`src/rtl/bus_strobe_pkg.sv`:
```
package bus_strobe_pkg;

  localparam int FAST_CODE_W = 4;
  localparam int SLOW_CODE_W = 3;
  localparam int SHIFT_W     = 4;
  localparam int FAST_MAX_SH = 9;
  localparam int SLOW_MAX_SH = 4;

  // Fast code: bit 3 clear -> no division; else 2^(idx+1), skipping 2^5.
  function automatic logic [SHIFT_W-1:0] fast_shift(input logic [FAST_CODE_W-1:0] code);
    logic [SHIFT_W-1:0] idx;
    idx = {1'b0, code[2:0]};
    if (!code[3]) return '0;
    return (idx >= 4'd4) ? idx + 4'd2 : idx + 4'd1;
  endfunction

  // Slow code: bit 2 clear -> no division; else 2^(idx+1).
  function automatic logic [SHIFT_W-1:0] slow_shift(input logic [SLOW_CODE_W-1:0] code);
    if (!code[2]) return '0;
    return {2'b00, code[1:0]} + 4'd1;
  endfunction

endpackage

```
`src/rtl/strobe_div.sv`:
```
module strobe_div #(
  parameter int SHIFT_W = 4,
  parameter int MAX_SH  = 9
) (
  input  logic               clk,
  input  logic               rst,
  input  logic               adv,
  input  logic [SHIFT_W-1:0] shift_in,
  output logic               tick_nxt,
  output logic               tick
);
  localparam int CNT_W = (MAX_SH < 1) ? 1 : MAX_SH;

  logic [CNT_W-1:0]   cnt;
  logic [SHIFT_W-1:0] shift_r;
  logic [CNT_W-1:0]   last_cnt;

  // Highest count of the running period: 2^shift_r - 1.
  assign last_cnt = ~({CNT_W{1'b1}} << shift_r);
  assign tick_nxt = adv && (cnt == last_cnt);

  always_ff @(posedge clk) begin
    if (rst) begin
      cnt     <= '0;
      shift_r <= '0;
      tick    <= 1'b0;
    end else begin
      tick <= tick_nxt;
      if (tick_nxt) begin
        cnt     <= '0;
        shift_r <= shift_in;
      end else if (adv) begin
        cnt <= cnt + 1'b1;
      end
    end
  end
endmodule

```
`src/rtl/ready_gate.sv`:
```
module ready_gate #(
  parameter int N     = 4,
  parameter int DELAY = 2
) (
  input  logic         clk,
  input  logic         rst,
  input  logic         bus_tick,
  input  logic [N-1:0] en,
  output logic [N-1:0] ready
);
  localparam int CW = $clog2(DELAY + 1);
  localparam logic [CW-1:0] FULL = CW'(DELAY);

  for (genvar g = 0; g < N; g++) begin : g_lane
    logic [CW-1:0] cnt, cnt_nxt;

    always_comb begin
      if (!en[g])                          cnt_nxt = '0;
      else if (bus_tick && (cnt != FULL))  cnt_nxt = cnt + 1'b1;
      else                                 cnt_nxt = cnt;
    end

    always_ff @(posedge clk) begin
      if (rst) begin
        cnt      <= '0;
        ready[g] <= 1'b0;
      end else begin
        cnt      <= cnt_nxt;
        ready[g] <= en[g] && (cnt_nxt == FULL);
      end
    end
  end
endmodule

```
`src/rtl/bus_strobe_gen.sv`:
```
module bus_strobe_gen
  import bus_strobe_pkg::*;
#(
  parameter int N_FAST      = 4,
  parameter int N_SLOW      = 4,
  parameter int READY_DELAY = 2
) (
  input  logic                   clk,
  input  logic                   rst,
  input  logic [FAST_CODE_W-1:0] fast_code,
  input  logic [SLOW_CODE_W-1:0] slow_code,
  input  logic [N_FAST-1:0]      fast_en,
  input  logic [N_SLOW-1:0]      slow_en,
  output logic                   fast_tick,
  output logic                   slow_tick,
  output logic [N_FAST-1:0]      fast_ready,
  output logic [N_SLOW-1:0]      slow_ready
);
  logic fast_nxt, slow_nxt;

  strobe_div #(.SHIFT_W(SHIFT_W), .MAX_SH(FAST_MAX_SH)) u_fast_div (
    .clk      (clk),
    .rst      (rst),
    .adv      (1'b1),
    .shift_in (fast_shift(fast_code)),
    .tick_nxt (fast_nxt),
    .tick     (fast_tick)
  );

  // Slow divider advances on the fast strobe so both registered strobes align.
  strobe_div #(.SHIFT_W(SHIFT_W), .MAX_SH(SLOW_MAX_SH)) u_slow_div (
    .clk      (clk),
    .rst      (rst),
    .adv      (fast_nxt),
    .shift_in (slow_shift(slow_code)),
    .tick_nxt (slow_nxt),
    .tick     (slow_tick)
  );

  ready_gate #(.N(N_FAST), .DELAY(READY_DELAY)) u_fast_gate (
    .clk      (clk),
    .rst      (rst),
    .bus_tick (fast_tick),
    .en       (fast_en),
    .ready    (fast_ready)
  );

  ready_gate #(.N(N_SLOW), .DELAY(READY_DELAY)) u_slow_gate (
    .clk      (clk),
    .rst      (rst),
    .bus_tick (slow_tick),
    .en       (slow_en),
    .ready    (slow_ready)
  );
endmodule

```
`config.mk`:
```
export PLATFORM = sky130hd
export DESIGN_NAME = bus_strobe_gen
export DESIGN_NICKNAME = d
export VERILOG_FILES = /design/src/rtl/bus_strobe_pkg.sv /design/src/rtl/strobe_div.sv /design/src/rtl/ready_gate.sv /design/src/rtl/bus_strobe_gen.sv
export SDC_FILE = /design/constraint.sdc
export NUM_CORES = 1
export LEC_CHECK = 0
export ABC_AREA = 0
export ABC_CLOCK_PERIOD_IN_PS = 3000
export BUFFER_PORTS_ARGS = -buffer_cell sky130_fd_sc_hd__buf_4
export CORE_UTILIZATION = 60
export CTS_BUF_LIST = sky130_fd_sc_hd__clkbuf_8 sky130_fd_sc_hd__clkbuf_16
export DETAILED_ROUTE_END_ITERATION = 10
export GPL_TIMING_DRIVEN = 0
export PLACE_DENSITY = 0.8
export SETUP_SLACK_MARGIN = 0.15
export SLEW_MARGIN = 5
export SYNTH_ARGS = -nofsm -noshare
export SYNTH_HDL_FRONTEND = slang
export SYNTH_SLANG_ARGS = --single-unit
```
`constraint.sdc`:
```
create_clock -name clk -period 3 [get_ports clk]
set_input_delay 0.6 -clock clk [delete_from_list [all_inputs] [get_ports clk]]
set_output_delay 0.6 -clock clk [all_outputs]
set_load 0.005 [all_outputs]
```
==> flow_summary.ini, run 1 <==
[status]
status = finished, final reports clean

[timing]
timing.hold.ws_ns = 0.4959
hold_viol_final = 0
tightest_slew_ns = 0.5734
period_needed_ns = 1.889
final.setup_skew_ns = 0.007779
setup_viol = 0
tns_ns = 0
period_share_pct = 62.98
timing.fmax_mhz = 529.3
worst_slack_ns = 1.111
slew_headroom_pct = 61.37
rsz0062_at_grt = false
finalMaxSlewViolations = 0

[floorplanning]
die_x_um = 64.18
core_um2 = 3689
die_y_um = 64.18
dieArea_um2 = 4119
rows = 22
io_pins = 27
start_util_pct = 62.89

[detailed_routing]
first_iter_violations = 59
post_drt_wl_per_cell_um = 11.85
m1WireLength_um = 1942
drc = 0
top_layer_used = met4
vias_per_cell = 5.411
dr_wl_met3_um = 115
routed_wirelength_um = 4042
drt_pre_antenna_iters = 4
ant_nets = 0
wl_met2_um = 1922
vias = 1845

[setup_path]
worst_setup_path_end_kind = flip-flop
cp_top_family = buffers and inverters
crit_fanout = 10
crit_path_start = u_fast_div.cnt[2]$_SDFF_PP0_
endpoint = u_fast_div.shift_r[2]$_SDFFE_PP0P_
r2r_cells = 8
crit_path_start_kind = flip-flop
cp.depth = 8
crit_chain = clkbuf_1 > nor4bb_1 > a211oi_1 > nand2_1 > nand4_4 > buf_4 > mux2i_1 > nor2_1
r2r_start = u_fast_div.cnt[2]$_SDFF_PP0_
cp_slowest_cell = clkbuf_1
worstPathArrival_ns = 2.07
critPathBufInv = 2
rrSetupSlack_ns = 1.11
r2r_end = u_fast_div.shift_r[2]$_SDFFE_PP0P_
critPathMaxStageDelay_ns = 0.32
worstPathRequired_ns = 3.18
path_class = reg2reg

[clock_network]
htreeDepth = 2
clock_path_buffers = 2
clock-root-buffer = clkbuf_8
cts.clk_slew.worst_paths_ns = 0.08
cts_tree = built
ctsResizeCount = 0
cts-buffers-inserted = 5
cts_setup_buffers = 0
clk_latency_ns = 0.30
cts_hold_buf = 0
cts.sinks = 46

[final_layout]
area_delta_synth_final_pct = 15.10
final_cells = 341
seqCellArea_um2 = 920.9
fillers = 316
final_cell_mix = dfxtp_1, nor2_1, buf_4
final_util_pct = 72.39
final_common_cell = dfxtp_1
drive_above_1_share_pct = 16.04
n_antenna_cell = 0
final_area_um2 = 2670
nets = 322
multi_input_comb_area_um2 = 1277

[power_and_ir_drop]
peakVddDrop_mv = 0.4647
power_mw = 2.225
p_per_area_nw_per_um2 = 833.2
leakagePower_nw = 1.079

[placed_design]
place_ws_ns = 1.143
dpl.hpwl_um = 3033
io_buffers = 26
place_inst = 333
place.gp.congestion = 0.8477
dpl_cell_area_um2 = 2575

[yosys]
synthesis.instances = 259
ys.flop_type = dfxtp_1
synth_cell_types = 46
synthesis.yosys.warnings = 0
async_flop_share_pct = 0
syn_nets = 289
syn_avg_cell_area_um2 = 8.956
synth_edf_count = 0
ys_seq_area_share_pct = 39.70
ys_ff_latch = 46
syn_area_um2 = 2320

[grt]
grt_max_degree = 15
grt_pass1_wl_um = 7210
grt-ovfl-total = 0
antenna_found_initial = 0
grt_pass1_vias = 1672
grt_usage_pct = 22.21

[run]
maxCapViolations = 0

[worst_hold_path]
hold_class = in2reg
## kinds of logic after synthesis
family | after synthesis | synth area share (%)
adders and majority gates | 13 | 7.012
AOI/OAI and AO/OA | 44 | 13.92
xor gates and xnor gates | 17 | 6.418
and+or+nand+nor | 109 | 26.00
DFF | 46 | 39.70
buffers and inverters | 26 | 5.232
muxes | 4 | 1.726
## report_power, final
part,internal (mW),switching (mW)
logic,0.471,0.573
clock network,0.185,0.205
registers,0.712,0.0787
total,1.37,0.857
## final cells by class
| cell class | count | share of cell area, % |
|---|---|---|
| clock buffer | 6 | 3.093 |
| multi-input combinational | 187 | 47.84 |
| buffer | 11 | 2.437 |
| tap | 48 | 2.249 |
| sequential | 46 | 34.49 |
| timing repair buffer | 26 | 7.310 |
| inverter | 15 | 2.109 |
| clock inverter | 2 | 0.4686 |
## cells in the mapped netlist (2+ instances only)
library cell	n	area, µm²
a2111oi_0	4	35.03
a211oi_1	9	67.56
a21boi_0	2	15.01
a21oi_1	6	30.03
a22o_1	2	17.52
a31oi_1	3	18.77
and2_1	5	31.28
and3_1	3	18.77
buf_2	4	20.02
buf_4	3	22.52
clkbuf_1	3	11.26
dfxtp_1	46	920.9
ha_1	13	162.7
inv_1	15	56.30
mux2i_1	4	40.04
nand2_1	8	30.03
nand2b_1	14	87.58
nand3_1	7	35.03
nand3b_1	3	22.52
nor2_1	37	138.9
nor2b_1	14	87.58
nor3_1	4	20.02
nor4_1	2	12.51
nor4bb_1	2	20.02
o211a_1	2	20.02
o21ai_0	7	35.03
o21ai_1	2	10.01
or3_1	2	12.51
xnor2_1	13	113.9
xor2_1	4	35.03
## registers in the layout, indices dropped and copies added (netlist names)
register / flops
u_slow_gate.g_lane.cnt: 8
u_fast_div.shift_r: 4
u_slow_div.tick: 1
u_fast_div.tick: 1
u_slow_div.cnt: 4
u_slow_div.shift_r: 3
u_fast_gate.ready: 4
u_fast_div.cnt: 9
u_fast_gate.g_lane.cnt: 8
u_slow_gate.ready: 4
## how the worst min path moves through the flow
stage,from,to,cells past startpoint
final,slow_code[0],u_slow_div.shift_r[0]$_SDFFE_PP0P_,2
after detailed placement,u_fast_gate.g_lane[2].cnt[1]$_SDFF_PP0_,u_fast_gate.g_lane[2].cnt[1]$_SDFF_PP0_,2
after CTS,slow_code[0],u_slow_div.shift_r[0]$_SDFFE_PP0P_,2
after global routing,slow_code[0],u_slow_div.shift_r[0]$_SDFFE_PP0P_,2
after global placement,u_fast_div.cnt[0]$_SDFF_PP0_,u_fast_div.cnt[0]$_SDFF_PP0_,1
after floorplan,u_fast_div.cnt[0]$_SDFF_PP0_,u_fast_div.cnt[0]$_SDFF_PP0_,1
## metal layers
layer  global-route usage (%)  vias to the layer above
li1                         -                      963
met1                    27.53                      848
met5                        0                        -
met2                    37.10                       28
met4                    7.500                        0
met3                    5.893                        6
## worst register-to-register path, stage by stage, from the launching register on
cell      delay (ns)
dfxtp_1         0.31
clkbuf_1        0.32
nor4bb_1        0.10
a211oi_1        0.27
nand2_1         0.17
nand4_4         0.14
buf_4           0.20
mux2i_1         0.20
nor2_1          0.05
No activity file was read; power rests on OpenSTA's default activity.
==> run 2, diff against run 1 <==
--- a/config.mk
+++ b/config.mk
@@ -5,14 +5,14 @@
 export SDC_FILE = /design/constraint.sdc
 export NUM_CORES = 1
 export LEC_CHECK = 0
-export ABC_AREA = 0
-export ABC_CLOCK_PERIOD_IN_PS = 3000
+export ABC_AREA = 1
+export ABC_CLOCK_PERIOD_IN_PS = 1550
 export BUFFER_PORTS_ARGS = -buffer_cell sky130_fd_sc_hd__buf_4
-export CORE_UTILIZATION = 60
+export CORE_UTILIZATION = 52
 export CTS_BUF_LIST = sky130_fd_sc_hd__clkbuf_8 sky130_fd_sc_hd__clkbuf_16
 export DETAILED_ROUTE_END_ITERATION = 10
 export GPL_TIMING_DRIVEN = 0
-export PLACE_DENSITY = 0.8
+export PLACE_DENSITY = 0.73
 export SETUP_SLACK_MARGIN = 0.15
 export SLEW_MARGIN = 5
 export SYNTH_ARGS = -nofsm -noshare
==> constraint.sdc (replaced) <==
create_clock -name clk -period 1.55 [get_ports clk]
set_input_delay 0.31 -clock clk [delete_from_list [all_inputs] [get_ports clk]]
set_output_delay 0.31 -clock clk [all_outputs]
set_load 0.005 [all_outputs]
==> flow_summary.ini, run 2 <==
[status]
status = complete, but fails checks
failed_checks = setup timing

[power_and_ir_drop]
leakagePower_nw = 1.405
power_mw = 5.864
peakVddDrop_mv = 1.407
p_per_area_nw_per_um2 = 1934

[final_layout]
area_delta_synth_final_pct = 27.39
nets = 398
final_common_cell = nand2_1
seqCellArea_um2 = 934.6
drive_above_1_share_pct = 26.02
regMostFlops = u_fast_div.cnt
fillers = 359
final_cell_mix = nand2_1, inv_1, dfxtp_1
final_util_pct = 69.15
multi_input_comb_area_um2 = 1345
final_area_um2 = 3032
largestRegisters = u_fast_div.cnt: 9 flops, u_fast_gate.g_lane.cnt: 8 flops, u_slow_gate.g_lane.cnt: 8 flops
largest_reg_flops = 9
final_cells = 421
n_antenna_cell = 0

[detailed_routing]
first_iter_violations = 95
vias = 2088
vias_per_cell = 4.960
routed_wirelength_um = 4761
post_drt_wl_per_cell_um = 11.31
ant_nets = 0
drc = 0
drt_pre_antenna_iters = 4

[setup_path]
crit_fanout = 8
path_class = reg2reg
worst_setup_path_end_kind = flip-flop
r2r_start = u_fast_div.shift_r[3]$_SDFFE_PP0P_
crit_path_start = u_fast_div.shift_r[3]$_SDFFE_PP0P_
crit_path_start_kind = flip-flop
worstPathArrival_ns = 1.84
worstPathRequired_ns = 1.79

[run]
maxCapViolations = 0

[clock_network]
clock_path_buffers = 2
cts_tree = built
cts_hold_buf = 0
cts-buffers-inserted = 5
clock-root-buffer = clkbuf_8
clk_latency_ns = 0.30
cts.clk_slew.worst_paths_ns = 0.09
cts.sinks = 46
htreeDepth = 2

[yosys]
synth_common_cells = nand2_1, inv_1, dfxtp_1
async_flop_share_pct = 0
synth_edf_count = 0
syn_area_um2 = 2380
syn_avg_cell_area_um2 = 7.460
synth_cell_types = 26
synth.largest_area_cell = dfxtp_1
synth_top_area_share_pct = 38.70
ys.flop_type = dfxtp_1
synthesis.instances = 319
synthesis.yosys.warnings = 0
ys_ff_latch = 46
yosysMostFrequentCell = nand2_1
synth_area_leaders = dfxtp_1, nand2_1, inv_1
syn_nets = 349
ys_seq_area_share_pct = 38.70

[floorplanning]
dieArea_um2 = 4851
die_x_um = 69.65
io_pins = 27
start_util_pct = 54.28
die_y_um = 69.65
rows = 24
core_um2 = 4384

[timing]
slew_headroom_pct = 67.00
period_share_pct = 103.3
timing.fmax_mhz = 624.7
finalMaxSlewViolations = 0
period_needed_ns = 1.601
tightest_slew_ns = 0.4950
worst_slack_ns = -0.05067
timing.hold.ws_ns = 0.2453
final.setup_skew_ns = 0.005801
hold_viol_final = 0
rsz0062_at_grt = true
setup_viol = 17

[worst_hold_path]
hold_class = in2reg
worstHoldStart = rst

[grt]
grt_pass1_wl_um = 7921
grt_usage_pct = 20.22
antenna_found_initial = 0
grt_max_degree = 15
grt_pass1_vias = 1907
grt-ovfl-total = 0

[placed_design]
io_buffers = 26
place.gp.congestion = 0.7806
dpl_cell_area_um2 = 2653
dpl.hpwl_um = 3110
place_inst = 397
## run 2: cell count changes after synthesis, sizes merged, moves of 14 or more
cell,delta
nand3,+14
nand2,+65
nand2b,-14
nor2b,-14
inv,+37
## run 2: area by class of cell
type / count / area share [%]
Tap cell: 52 / 2.146
Buffer: 5 / 1.073
Inverter: 52 / 6.768
Sequential cell: 46 / 30.83
Clock inverter: 2 / 0.3714
Clock buffer: 6 / 3.095
Multi-Input combinational cell: 216 / 44.37
Timing Repair Buffer: 42 / 11.35
## run 2: metrics by stage
step           TNS [ns]  worst slack, ns
3_5_place_dp    -0.8810         -0.09091
6_report        -0.4505         -0.05067
3_3_place_gp    -0.9739         -0.09627
4_1_cts               0          0.02207
5_1_grt          -2.078          -0.1666
2_1_floorplan         0          0.08968
## run 2: cells by family (layout without fill, tap and decap cells)
logic type                 count (synthesis)  count (layout)  synth area share (%)
and+or+nand+nor                          162             162                 32.60
buffers and inverters                     57             107                 9.305
DFF                                       46              46                 38.70
AOI/OAI and AO/OA                         24              24                 5.994
xor gates and xnor gates                  17              17                 6.572
adders and majority gates                 13              13                 6.835
## run 2: critical path: stages (launching register included)
cell and delay (ns):
dfxtp_4 0.39, inv_6 0.10, nand2_4 0.05, nand2_2 0.06
nand2_2 0.05, nor2_2 0.12, nand2_2 0.08, nor2_4 0.16
buf_6 0.13, nand4_4 0.14, nand2_1 0.11, nand2_1 0.05
nor2_1 0.10
## run 2: path summary, 6_finish.rpt
| check | end | slack, ns | depth (start not counted) |
|---|---|---|---|
| max | u_slow_div.shift_r[0]$_SDFFE_PP0P_ | -0.05 | 12 |
| min | u_slow_div.tick$_SDFF_PP0_ | 0.25 | 2 |
| max reg2reg | u_slow_div.shift_r[0]$_SDFFE_PP0P_ | -0.05 | 12 |
| min reg2reg | u_fast_div.cnt[0]$_SDFF_PP0_ | 0.48 | 1 |
## run 2: timing repair
action | in CTS | in global routing
resized for setup | 12 | 35
setup endpoints to repair | 22 | 35
cloned | 0 | 1
pin swaps | 5 | 18
setup buffers | 12 | 3
## run 2: metal layers
layer | vias to the layer above | wire [µm] | share of wire (%) | global-route usage, %
li1 | 1101 | - | - | -
met1 | 945 | 2127 | 45 | 23.97
met2 | 35 | 2404 | 50 | 36.03
met3 | 7 | 159 | 3.3 | 4.942
met4 | 0 | 70 | 1.5 | 6.000
met5 | - | 0 | 0 | 0
## run 2: power breakdown
part | internal, mW | leakage (nW) | switching (mW)
Clock | 0.410 | 0.0537 | 0.396
Sequential | 1.38 | 0.376 | 0.205
Combinational | 1.61 | 0.975 | 1.87
